[src/rtl/pma_pkg.sv]
package pma_pkg;
  localparam int ADDR_W = 3;
  typedef enum logic [ADDR_W-1:0] {
    SEL_TUNE  = 3'd0,
    SEL_MOD   = 3'd1,
    SEL_ISTEP = 3'd2,
    SEL_FRAC  = 3'd3,
    SEL_CTRL  = 3'd4
  } cfg_sel_e;
endpackage

[src/rtl/pma_cfg_regs.sv]
module pma_cfg_regs
  import pma_pkg::*;
#(
  parameter int W = 32
) (
  input  logic              clk,
  input  logic              rst_n,
  input  logic              wr_en,
  input  logic [ADDR_W-1:0] wr_addr,
  input  logic [W-1:0]      wr_data,
  output logic [W-1:0]      tune_o,
  output logic [W-1:0]      mod_o,
  output logic [W-1:0]      istep_o,
  output logic [W-1:0]      frac_o,
  output logic              mode_o,
  output logic              param_wr_o
);
  logic [W-1:0] tune_q, tune_d, mod_q, mod_d, istep_q, istep_d, frac_q, frac_d;
  logic         mode_q, mode_d;
  logic         clr;

  always_comb begin
    tune_d  = tune_q;
    mod_d   = mod_q;
    istep_d = istep_q;
    frac_d  = frac_q;
    mode_d  = mode_q;
    clr     = 1'b0;
    if (wr_en) begin
      unique case (wr_addr)
        SEL_TUNE:  tune_d = wr_data;
        SEL_MOD:   begin mod_d   = wr_data; clr = 1'b1; end
        SEL_ISTEP: begin istep_d = wr_data; clr = 1'b1; end
        SEL_FRAC:  begin frac_d  = wr_data; clr = 1'b1; end
        SEL_CTRL:  begin mode_d  = wr_data[0]; clr = 1'b1; end
        default:   clr = 1'b0;
      endcase
    end
  end

  always_ff @(posedge clk or negedge rst_n) begin
    if (!rst_n) begin
      tune_q  <= '0;
      mod_q   <= '0;
      istep_q <= '0;
      frac_q  <= '0;
      mode_q  <= 1'b0;
    end else if (wr_en) begin
      tune_q  <= tune_d;
      mod_q   <= mod_d;
      istep_q <= istep_d;
      frac_q  <= frac_d;
      mode_q  <= mode_d;
    end
  end

  assign tune_o     = tune_q;
  assign mod_o      = mod_q;
  assign istep_o    = istep_q;
  assign frac_o     = frac_q;
  assign mode_o     = mode_q;
  assign param_wr_o = clr;
endmodule

[src/rtl/pma_aux_acc.sv]
module pma_aux_acc #(
  parameter int W = 32
) (
  input  logic         clk,
  input  logic         rst_n,
  input  logic         mode_i,
  input  logic         clr_i,
  input  logic [W-1:0] frac_i,
  input  logic [W-1:0] mod_i,
  output logic         carry_o,
  output logic [W-1:0] aux_o
);
  logic [W-1:0] aux_q, aux_d;
  logic [W:0]   sum, wrapped;
  logic         wrap;

  always_comb begin
    sum     = {1'b0, aux_q} + {1'b0, frac_i};
    wrapped = sum - {1'b0, mod_i};
    wrap    = mode_i && (mod_i != '0) && (sum >= {1'b0, mod_i});
    if (clr_i || !mode_i) begin
      aux_d = '0;
    end else if (wrap) begin
      aux_d = wrapped[W-1:0];
    end else begin
      aux_d = sum[W-1:0];
    end
  end

  always_ff @(posedge clk or negedge rst_n) begin
    if (!rst_n) aux_q <= '0;
    else        aux_q <= aux_d;
  end

  assign carry_o = wrap;
  assign aux_o   = aux_q;
endmodule

[src/rtl/pma_phase_acc.sv]
module pma_phase_acc #(
  parameter int W = 32
) (
  input  logic         clk,
  input  logic         rst_n,
  input  logic         mode_i,
  input  logic [W-1:0] tune_i,
  input  logic [W-1:0] istep_i,
  input  logic         carry_i,
  output logic [W-1:0] phase_o
);
  logic [W-1:0] phase_q, phase_d, step;

  always_comb begin
    step    = mode_i ? istep_i : tune_i;
    phase_d = phase_q + step + {{(W-1){1'b0}}, carry_i};
  end

  always_ff @(posedge clk or negedge rst_n) begin
    if (!rst_n) phase_q <= '0;
    else        phase_q <= phase_d;
  end

  assign phase_o = phase_q;
endmodule

[src/rtl/pm_phase_accum.sv]
module pm_phase_accum
  import pma_pkg::*;
#(
  parameter int PHASE_W = 32,
  parameter int SYNC_STAGES = 2
) (
  input  logic               clk,
  input  logic               rst_n,
  input  logic               wr_en,
  input  logic [ADDR_W-1:0]  wr_addr,
  input  logic [PHASE_W-1:0] wr_data,
  output logic [PHASE_W-1:0] phase_o
);
  logic [SYNC_STAGES-1:0] rst_pipe;
  logic                   rst_sync_n;
  logic [PHASE_W-1:0]     tune_q, mod_q, istep_q, frac_q, aux_q, phase_q;
  logic                   mode_en, param_wr, carry;

  always_ff @(posedge clk or negedge rst_n) begin
    if (!rst_n) rst_pipe <= '0;
    else        rst_pipe <= {rst_pipe[SYNC_STAGES-2:0], 1'b1};
  end
  assign rst_sync_n = rst_pipe[SYNC_STAGES-1];

  pma_cfg_regs #(.W(PHASE_W)) u_cfg (
    .clk(clk), .rst_n(rst_sync_n), .wr_en(wr_en), .wr_addr(wr_addr),
    .wr_data(wr_data), .tune_o(tune_q), .mod_o(mod_q), .istep_o(istep_q),
    .frac_o(frac_q), .mode_o(mode_en), .param_wr_o(param_wr)
  );

  pma_aux_acc #(.W(PHASE_W)) u_aux (
    .clk(clk), .rst_n(rst_sync_n), .mode_i(mode_en), .clr_i(param_wr),
    .frac_i(frac_q), .mod_i(mod_q), .carry_o(carry), .aux_o(aux_q)
  );

  pma_phase_acc #(.W(PHASE_W)) u_phase (
    .clk(clk), .rst_n(rst_sync_n), .mode_i(mode_en), .tune_i(tune_q),
    .istep_i(istep_q), .carry_i(carry), .phase_o(phase_q)
  );

  assign phase_o = phase_q;
endmodule

[config.mk]
export PLATFORM = sky130hd
export DESIGN_NAME = pm_phase_accum
export DESIGN_NICKNAME = d
export VERILOG_FILES = /design/src/rtl/pma_pkg.sv /design/src/rtl/pma_cfg_regs.sv /design/src/rtl/pma_aux_acc.sv /design/src/rtl/pma_phase_acc.sv /design/src/rtl/pm_phase_accum.sv
export SDC_FILE = /design/constraint.sdc
export NUM_CORES = 1
export LEC_CHECK = 0
export ABC_CLOCK_PERIOD_IN_PS = 9500
export BUFFER_PORTS_ARGS = -buffer_cell sky130_fd_sc_hd__buf_2
export CAP_MARGIN = 20
export CORE_MARGIN = 2
export CORE_UTILIZATION = 40
export CTS_CLUSTER_SIZE = 12
export DETAILED_ROUTE_END_ITERATION = 10
export PLACE_DENSITY = 0.66
export SYNTH_ARGS = -nofsm -noshare
export SYNTH_HDL_FRONTEND = slang
export SYNTH_SLANG_ARGS = --single-unit
[constraint.sdc]
create_clock -name clk -period 9.5 [get_ports clk]
set_input_delay 0.95 -clock clk [delete_from_list [all_inputs] [get_ports clk]]
set_output_delay 0.95 -clock clk [all_outputs]
set_load 0.01 [all_outputs]
Word level (Yosys, flattened, before mapping)
Index checks and enable logic that the tools add are counted.
W data, S select, Z words.
- flip-flop bits (word level): 195
- input port bits: 38
- output and inout bits: 32
- logic and storage cells: 34
- add/subtract/negate cells: 4
- magnitude comparators: 1
- eq/ne operators: 4
- mux-type cells: 5
- reduce and logical (&&, ||, !) cells: 12
- operator list (operator ; count):
    $mux W32 ; 3
    $add A32 B32 Y33 ; 1
    $ge A33 B32 Y1 ; 1
    $add A32 B1 Y32 ; 1
    $add A32 B32 Y32 ; 1
    $reduce_bool A32 Y1 ; 1
    $sub A32 B32 Y32 ; 1
    $reduce_and A2 Y1 ; 5
    $eq A3 B2 Y1 const B ; 2
    $reduce_or A4 Y1 ; 1
    $eq A3 B1 Y1 const B ; 1
    $eq A3 B3 Y1 const B ; 1
    $logic_not A3 Y1 ; 1
    $logic_and A1 B1 Y1 ; 2
    $mux W1 ; 2
    $logic_not A1 Y1 ; 1
    $logic_or A1 B1 Y1 ; 1

Depth between registers and ports, before layout
Gate-level depths: netlist of run 1.
- depth after elaboration: 6
- depth in mapped cells: 34
- depth with buffers taken out: 32

Cells and area by module
Synthesis of run 1 repeated with hierarchy kept, for this count alone.
- cell total of the unflattened synthesis: 1217
- area total of the unflattened synthesis: 12862.3 um^2
- by module, submodules not included (module ; times used ; cells an instance ; area each (um^2) ; sequential area each (um^2)):
    pma_cfg_regs ; 1 ; 280 ; 4982.3 ; 3228.1
    pma_aux_acc ; 1 ; 628 ; 4913.5 ; 800.8
    pma_phase_acc ; 1 ; 306 ; 2912.8 ; 800.8
    pm_phase_accum ; 1 ; 3 ; 53.8 ; 50.0

Least setup slack after synthesis of run 1
No wires, ideal clock.
- path type: register to register
- start: register u_cfg.frac_q[1] (netlist: u_cfg.frac_o[1])
- end: register u_phase.phase_q[30] (netlist: u_phase.phase_o[30])
- setup time: 0.128 ns
- data arrival time: 6.757 ns
- data required time: 9.372 ns
- setup slack: 2.615 ns
- cell stages (with the launch flop): 33
- buffers on the path: 1
- clock period less this slack: 6.885 ns
- cells stage by stage: dfrtp_1 > ha_1 > a211oi_1 > o21ai_0 > a31oi_1 > o221ai_1 > o21a_1 > o21a_1 > o21a_1 > o21ai_0 > o31a_1 > ha_1 > and3_1 > a41oi_1 > o21ai_1 > a2111oi_4 > or2_1 > o21ai_1 > a31oi_1 > o21a_2 > buf_6 > inv_1 > fa_1 > a21oi_1 > o21bai_1 > a31oi_2 > o32ai_2 > a2111oi_0 > o21ai_1 > a221o_1 > a211oi_1 > o21bai_1 > xor2_1
- word-level cells in the longest chain between the ends: 4
- RTL lines (item ; line ; source):
    start: declaration ; pma_cfg_regs.sv:18 ; logic [W-1:0] tune_q, tune_d, mod_q, mod_d, istep_q, istep_d, frac_q, frac_d;
    start signal: assignment ; pma_cfg_regs.sv:52 ; frac_q <= frac_d;
    $add A32 B32 Y33 ; pma_aux_acc.sv:18 ; sum = {1'b0, aux_q} + {1'b0, frac_i};
    $ge A33 B32 Y1 ; pma_aux_acc.sv:20 ; wrap = mode_i && (mod_i != '0) && (sum >= {1'b0, mod_i});
    $logic_and A1 B1 Y1 ; pma_aux_acc.sv:20 ;
    $add A32 B1 Y32 ; pma_phase_acc.sv:16 ; phase_d = phase_q + step + {{(W-1){1'b0}}, carry_i};
    named net u_phase.phase_d[30] ; pma_phase_acc.sv:12 ; logic [W-1:0] phase_q, phase_d, step;
    end signal: assignment ; pma_phase_acc.sv:21 ; else phase_q <= phase_d;
    end: declaration ; pma_phase_acc.sv:12 ;
The timed path passes the listed nets, and every way through them passes these cells.
A chain may end at the register's enable or synchronous reset.

Worst setup path after layout of run 1
Same ends and word-level chain as after synthesis.

==> flow_summary_export.csv, run 1 <==
group,metric,value,unit
cts,cts_resized,0,
power,leakagePower,6.133,nW
sta,relSlewSlack,0.3582,
cts,cts.htree.levels,4,
power,ir_drop,159.4,uV
status,status,"finished, final reports clean",
route,viasPerCell,5.405,
job,drv_cap,0,
cts,clock_latency,0.44,ns
final_layout,area_growth,11.67,%
synthesis,yosysWarnings,0,
placed_design,gp_congestion,0.8892,
setup_path,cp.arrival,8.38,ns
cts,cts_root_buffer,"clkbuf_16",
floorplan,die_area,0.03118,mm^2
sta,maxSlewViolCount,0,
floorplan,initial_utilization,0.4042,
synthesis,async_flop_share,1.000,
synthesis,synth_area,0.01192,mm^2
power,p_total,0.004926,W
final_layout,drive_gt1_frac,0.2116,
floorplan,die_w,176.6,um
final_layout,nNetsFinal,1341,
final_layout,antenna_cells,0,
route,totalWireLength,27000,um
cts,path_clk_slew,0.08,ns
global_routing,grt_overflow,0,
global_routing,grt_antenna_before_repair,0,
sta,rsz0062_at_grt,"false",
setup_path,cp_slowest_stage_delay,0.51,ns
synthesis,synthXorXnorAreaFrac,0.06028,
cts,holdBufCountCts,0,
power,powerDensity,370.2,mW/mm^2
route,initialDrtViolationCount,465,
synthesis,synth_fa_ha_area_frac,0.1037,
sta,tns,0,ns
synthesis,yosys.area_share.simple,0.1089,
floorplan,die_y,176.6,um
setup_path,critPathMaxFanout,6,
route,vias,8696,
setup_path,cp_num_buf_inv,2,
setup_path,cp_data_required_time,9.83,ns
synthesis,synth_top_family_by_area,"multiplexers",
route,dr.pass1.iters,6,
synthesis,netlist_instances,1148,
synthesis,synth_area_per_cell,10.38,um^2
synthesis,yosysUniqueCellTypes,69,
setup_path,critical_path_class,"flop to flop",
sta,finalCritPeriodShare,0.8476,
cts,cts.sinks,195,
hold_path,hold_path.class,"primary input to async pin",
setup_path,cpMaxStageDelayCell,"a2111oi_0",
cts,cts_tree,"built",
placed_design,portBuffers,69,
synthesis,synth_nets,1283,
synthesis,synth_edf_count,0,
placed_design,dp_hpwl,19780,um
cts,post_cts_buffers,0,
setup_path,crit_family,"compound AO/OA/AOI/OAI gates",
global_routing,grt_max_degree,79,
route,final_antenna_net_count,0,
floorplan,core_area,0.02948,mm^2
cts,numCtsBuffers,17,
sta,skew,0.01262,ns
global_routing,grt.total_usage,0.1780,
setup_path,endpoint_kind,"flop",
sta,finalHoldViolCount,0,
sta,max_slew.worst_pin.slew,0.9626,ns
synthesis,synth_compound_area_frac,0.1371,
sta,setup_viol,0,
synthesis,synthMuxAreaShare,0.1464,
floorplan,pin_count,70,
floorplan,row_count,63,
sta,fmax,124.2,MHz
route,drc_errors,0,
setup_path,critical_path.startpoint_type,"flop",
cts,cts_buffer_depth,2,
global_routing,grt_pass1_vias,8721,
global_routing,grt_pass1_wl,44780,um
synthesis,synth_seq_cells,195,
synthesis,dominantRegCellSynth,"dfrtp_1",
sta,period_needed,8.053,ns
synthesis,yosysSeqAreaShare,0.4095,
route,routedWlPerCell,16.78,um
-- synthesized netlist by cell type (6+ instances only) --
| master | instances | share of area |
|---|---|---|
| dfrtp_1 | 195 | 0.41 |
| mux2_2 | 130 | 0.12 |
| ha_1 | 94 | 0.099 |
| nand2_1 | 77 | 0.024 |
| nor2_1 | 77 | 0.024 |
| a21oi_1 | 67 | 0.028 |
| o21ai_0 | 63 | 0.026 |
| xnor2_1 | 54 | 0.040 |
| inv_1 | 51 | 0.016 |
| mux2i_1 | 28 | 0.024 |
| xor2_1 | 28 | 0.021 |
| a21o_1 | 26 | 0.016 |
| clkbuf_1 | 25 | 0.0079 |
| nand3_1 | 21 | 0.0088 |
| nand4_1 | 16 | 0.0084 |
| nor3_1 | 13 | 0.0055 |
| buf_1 | 12 | 0.0038 |
| o21a_1 | 12 | 0.0076 |
| a211oi_1 | 11 | 0.0069 |
| and3_1 | 11 | 0.0058 |
| nand2b_1 | 11 | 0.0058 |
| nor2b_1 | 10 | 0.0053 |
| a31oi_1 | 9 | 0.0047 |
| nor4_1 | 8 | 0.0042 |
| o21bai_1 | 6 | 0.0038 |
| or3_1 | 6 | 0.0032 |
-- worst reg2reg max path: cells and delay by family (launching register included) --
family / cells / cell delay, ns
AOI/OAI and AO/OA: 24 / 5.72
adders and majority gates: 3 / 1.00
and+or+nand+nor: 2 / 0.42
DFF: 1 / 0.40
buffers and inverters: 2 / 0.25
xor gates and xnor gates: 1 / 0.15
-- final timing paths --
check	from	endpoint	slack (ns)	cells past startpoint
setup reg to reg	u_cfg.frac_o[1]	u_phase.phase_o[30]	1.45	32
hold reg to reg	rst_pipe[1]	u_phase.phase_o[16]	0.31	0
max in group asynchronous	rst_pipe[1]	u_phase.phase_o[1]	7.82	1
setup / recovery	u_cfg.frac_o[1]	u_phase.phase_o[30]	1.45	32
hold / removal	rst_n	rst_pipe[0]	0.27	1
min in group clk	rst_pipe[0]	rst_pipe[1]	0.37	0
-- cells in the final DEF (no fill, tap or decap), types with 6 or more instances in the layout --
master,n
mux2i_1,28
nor2b_1,10
nor2_1,76
nand3_1,21
mux2_2,130
buf_2,69
a21o_1,26
nand2b_1,11
o21bai_1,6
nand4_1,16
o21a_1,12
or3_1,6
xnor2_1,54
inv_1,51
a31oi_1,9
o21ai_0,63
dfrtp_1,194
buf_4,10
and3_1,11
a211oi_1,11
clkbuf_16,17
nand2_1,77
xor2_1,28
nor4_1,8
ha_1,94
nor3_1,13
a21oi_1,67
-- where the power goes --
group	switching, W	internal [W]	leakage, nW
Sequential	0.000124	0.00108	2.37
Clock	0.000356	0.000438	0.320
Combinational	0.00162	0.00131	3.44
-- logic make-up after synthesis --
| kind of cell | count (synthesis) |
|---|---|
| xor gates and xnor gates | 82 |
| other | 1 |
| muxes | 158 |
| buffers and inverters | 92 |
| DFF | 195 |
| adders and majority gates | 97 |
| and+or+nand+nor | 272 |
| AOI/OAI and AO/OA | 251 |
-- per-layer routing --
| layer | up-vias | share of wire | GRT usage |
|---|---|---|---|
| met5 | - | 0 | 0 |
| met4 | 0 | 0.021 | 0.05406 |
| met3 | 39 | 0.026 | 0.02606 |
| met2 | 134 | 0.48 | 0.2979 |
| met1 | 4276 | 0.48 | 0.2385 |
| li1 | 4247 | - | - |
-- cell type report --
type                       count  area (um^2)
fill                        2818        16180
multi-input combinational    861         6641
sequential                   195         4883
tap                          390        488.0
timing repair buffer          80        447.9
clock buffer                  18        439.2
clock inverter                14        214.0
inverter                      51        191.4
-- registers in the layout (all words and copies together) (netlist names) --
| name | cells |
|---|---|
| rst_pipe | 2 |
| u_aux.aux_o | 32 |
| u_cfg.frac_o | 32 |
| u_cfg.istep_o | 32 |
| u_cfg.mod_o | 32 |
| u_cfg.mode_o | 1 |
| u_cfg.tune_o | 32 |
| u_phase.phase_o | 32 |
-- metrics by stage --
stage | util | cells | hold slack, ns | setup slack (ns) | cell area (um^2)
after floorplan | - | 1148 | 0.3312 | 2.615 | 11920
after global placement | 0.4282 | 1576 | 0.3262 | 1.712 | 12620
after detailed placement | 0.4282 | 1576 | 0.3298 | 1.560 | 12620
after CTS | 0.4504 | 1608 | 0.2588 | 1.509 | 13280
after global routing | 0.4513 | 1609 | 0.2558 | 0.9644 | 13310
final | 0.4513 | 1609 | 0.2728 | 1.447 | 13310
(Power assumes the default switching activity.)
==> inputs of run 2 (changes only) <==
--- a/config.mk
+++ b/config.mk
@@ -5,14 +5,14 @@
 export SDC_FILE = /design/constraint.sdc
 export NUM_CORES = 1
 export LEC_CHECK = 0
-export ABC_CLOCK_PERIOD_IN_PS = 9500
+export ABC_CLOCK_PERIOD_IN_PS = 6500
 export BUFFER_PORTS_ARGS = -buffer_cell sky130_fd_sc_hd__buf_2
 export CAP_MARGIN = 20
 export CORE_MARGIN = 2
 export CORE_UTILIZATION = 40
 export CTS_CLUSTER_SIZE = 12
 export DETAILED_ROUTE_END_ITERATION = 10
-export PLACE_DENSITY = 0.66
+export PLACE_DENSITY = 0.68
 export SYNTH_ARGS = -nofsm -noshare
 export SYNTH_HDL_FRONTEND = slang
 export SYNTH_SLANG_ARGS = --single-unit
==> constraint.sdc (replaced) <==
create_clock -name clk -period 6.5 [get_ports clk]
set_input_delay 0.65 -clock clk [delete_from_list [all_inputs] [get_ports clk]]
set_output_delay 0.65 -clock clk [all_outputs]
set_load 0.01 [all_outputs]
==> run 2 against run 1 <==
  * The run now ends with negative setup slack left
  * Worst setup slack worse by 1.5 ns
  * Count of clock-buffer cells in the layout is 1 lower
  * Core utilization rose by 3.7 points
  * Clock skew rose by 0.0038 ns
  * Combinational power grew 74%
  * Cell count rose by 5.8%
  * Critical path type unchanged
==> flow_summary_export.csv, run 2 (synthesis results as in run 1) <==
group,metric,value,unit
route,final_antenna_net_count,0,
sta,fmax,152.1,MHz
setup_path,crit_family,"compound AO/OA/AOI/OAI gates",
cts,cts.htree.levels,4,
setup_path,critical_path_class,"flop to flop",
final_layout,final_cell_mix,"dfrtp_1 (194), mux2_2 (130), buf_4 (99)",
setup_path,cp_data_required_time,6.83,ns
setup_path,cp_slowest_stage_delay,0.42,ns
cts,numCtsBuffers,17,
global_routing,grt_max_degree,84,
sta,setup_viol,2,
sta,tns,-0.1066,ns
sta,skew,0.01643,ns
final_layout,drive_gt1_frac,0.3054,
floorplan,row_count,63,
setup_path,critPathMaxFanout,4,
setup_path,cpMaxStageDelayCell,"dfrtp_1",
sta,max_slew.worst_pin.slew,0.8670,ns
route,drc_errors,0,
global_routing,grt.total_usage,0.1898,
placed_design,dp_hpwl,20960,um
route,routedWlPerCell,16.99,um
final_layout,nNetsFinal,1435,
global_routing,grt_overflow,0,
final_layout,final_common_cell,"dfrtp_1",
cts,cts_root_buffer,"clkbuf_16",
cts,path_clk_slew,0.08,ns
route,viasPerCell,5.331,
placed_design,portBuffers,69,
setup_path,cp.arrival,6.91,ns
power,leakagePower,6.638,nW
sta,finalCritPeriodShare,1.011,
route,dr.pass1.iters,5,
power,ir_drop,237.5,uV
sta,relSlewSlack,0.4220,
setup_path,cp_num_buf_inv,4,
sta,period_needed,6.574,ns
status,violations,"negative setup slack",
route,totalWireLength,28940,um
global_routing,grt_antenna_before_repair,0,
final_layout,area_growth,20.83,%
cts,cts.sinks,195,
global_routing,grt_pass1_wl,47020,um
floorplan,die_y,176.6,um
hold_path,hold_path.class,"flop to async pin",
route,vias,9079,
floorplan,pin_count,70,
cts,cts_tree,"built",
floorplan,die_area,0.03118,mm^2
placed_design,gp_congestion,0.8842,
setup_path,critical_path.startpoint_type,"flop",
sta,fin_ws,-0.07405,ns
job,drv_cap,0,
sta,whs,0.3275,ns
floorplan,initial_utilization,0.4042,
sta,finalHoldViolCount,0,
status,status,"finished with violations",
floorplan,die_w,176.6,um
route,initialDrtViolationCount,529,
cts,cts_buffer_depth,2,
cts,clock_latency,0.44,ns
setup_path,endpoint_kind,"flop",
placed_design,place_ws,-0.4037,ns
sta,rsz0062_at_grt,"true",
power,p_total,0.007970,W
global_routing,grt_pass1_vias,9159,
final_layout,final_util,0.4884,
final_layout,antenna_cells,0,
sta,maxSlewViolCount,0,
power,powerDensity,553.5,mW/mm^2
floorplan,core_area,0.02948,mm^2
==> run 2: worst paths after layout <==
path	slack, ns	startpoint	cells after the start	endpoint
min in group clk	0.37	rst_pipe[0]	0	rst_pipe[1]
worst min register to register	0.33	rst_pipe[1]	0	u_phase.phase_o[29]
worst min-delay path	0.33	rst_pipe[1]	0	u_phase.phase_o[29]
max in group asynchronous	4.88	rst_pipe[1]	1	u_aux.aux_o[0]
worst max register to register	-0.07	u_cfg.frac_o[9]	30	u_phase.phase_o[30]
worst max-delay path	-0.07	u_cfg.frac_o[9]	30	u_phase.phase_o[30]
==> run 2: through the flow <==
step                      instances  cell area, um^2
after global routing           1703            14400
after detailed placement       1653            13270
after floorplan                1148            11990
after global placement         1653            13270
after CTS                      1691            14010
final                          1703            14400
==> run 2: what timing repair did <==
| item | 4_1_cts | 5_1_grt |
|---|---|---|
| hold buffers | 1 | 0 |
| pin swaps | 18 | 28 |
| endpoints found under the hold margin | 2 | 0 |
| resized for setup | 13 | 47 |
| buffers inserted | 5 | 12 |
| setup endpoints to repair | 8 | 16 |
==> run 2: area by class of cell <==
cell class                 count  area [um^2]
fill                        2703        15080
multi-input combinational    861         7044
sequential                   195         4883
timing repair buffer         174         1171
tap                          390        488.0
clock buffer                  17        425.4
clock inverter                15        193.9
inverter                      51        191.4
==> run 2: metal layers <==
layer  GRT usage  part of all wire
met1      0.2540              0.47
met5           0                 0
met2      0.3257              0.49
met4     0.04132             0.013
met3     0.02799             0.030
==> run 2: power breakdown <==
part,internal [W],switching (W),total (W)
clock,0.000588,0.000521,0.00111
sequential,0.00158,0.000191,0.00177
combinational,0.00245,0.00264,0.00509
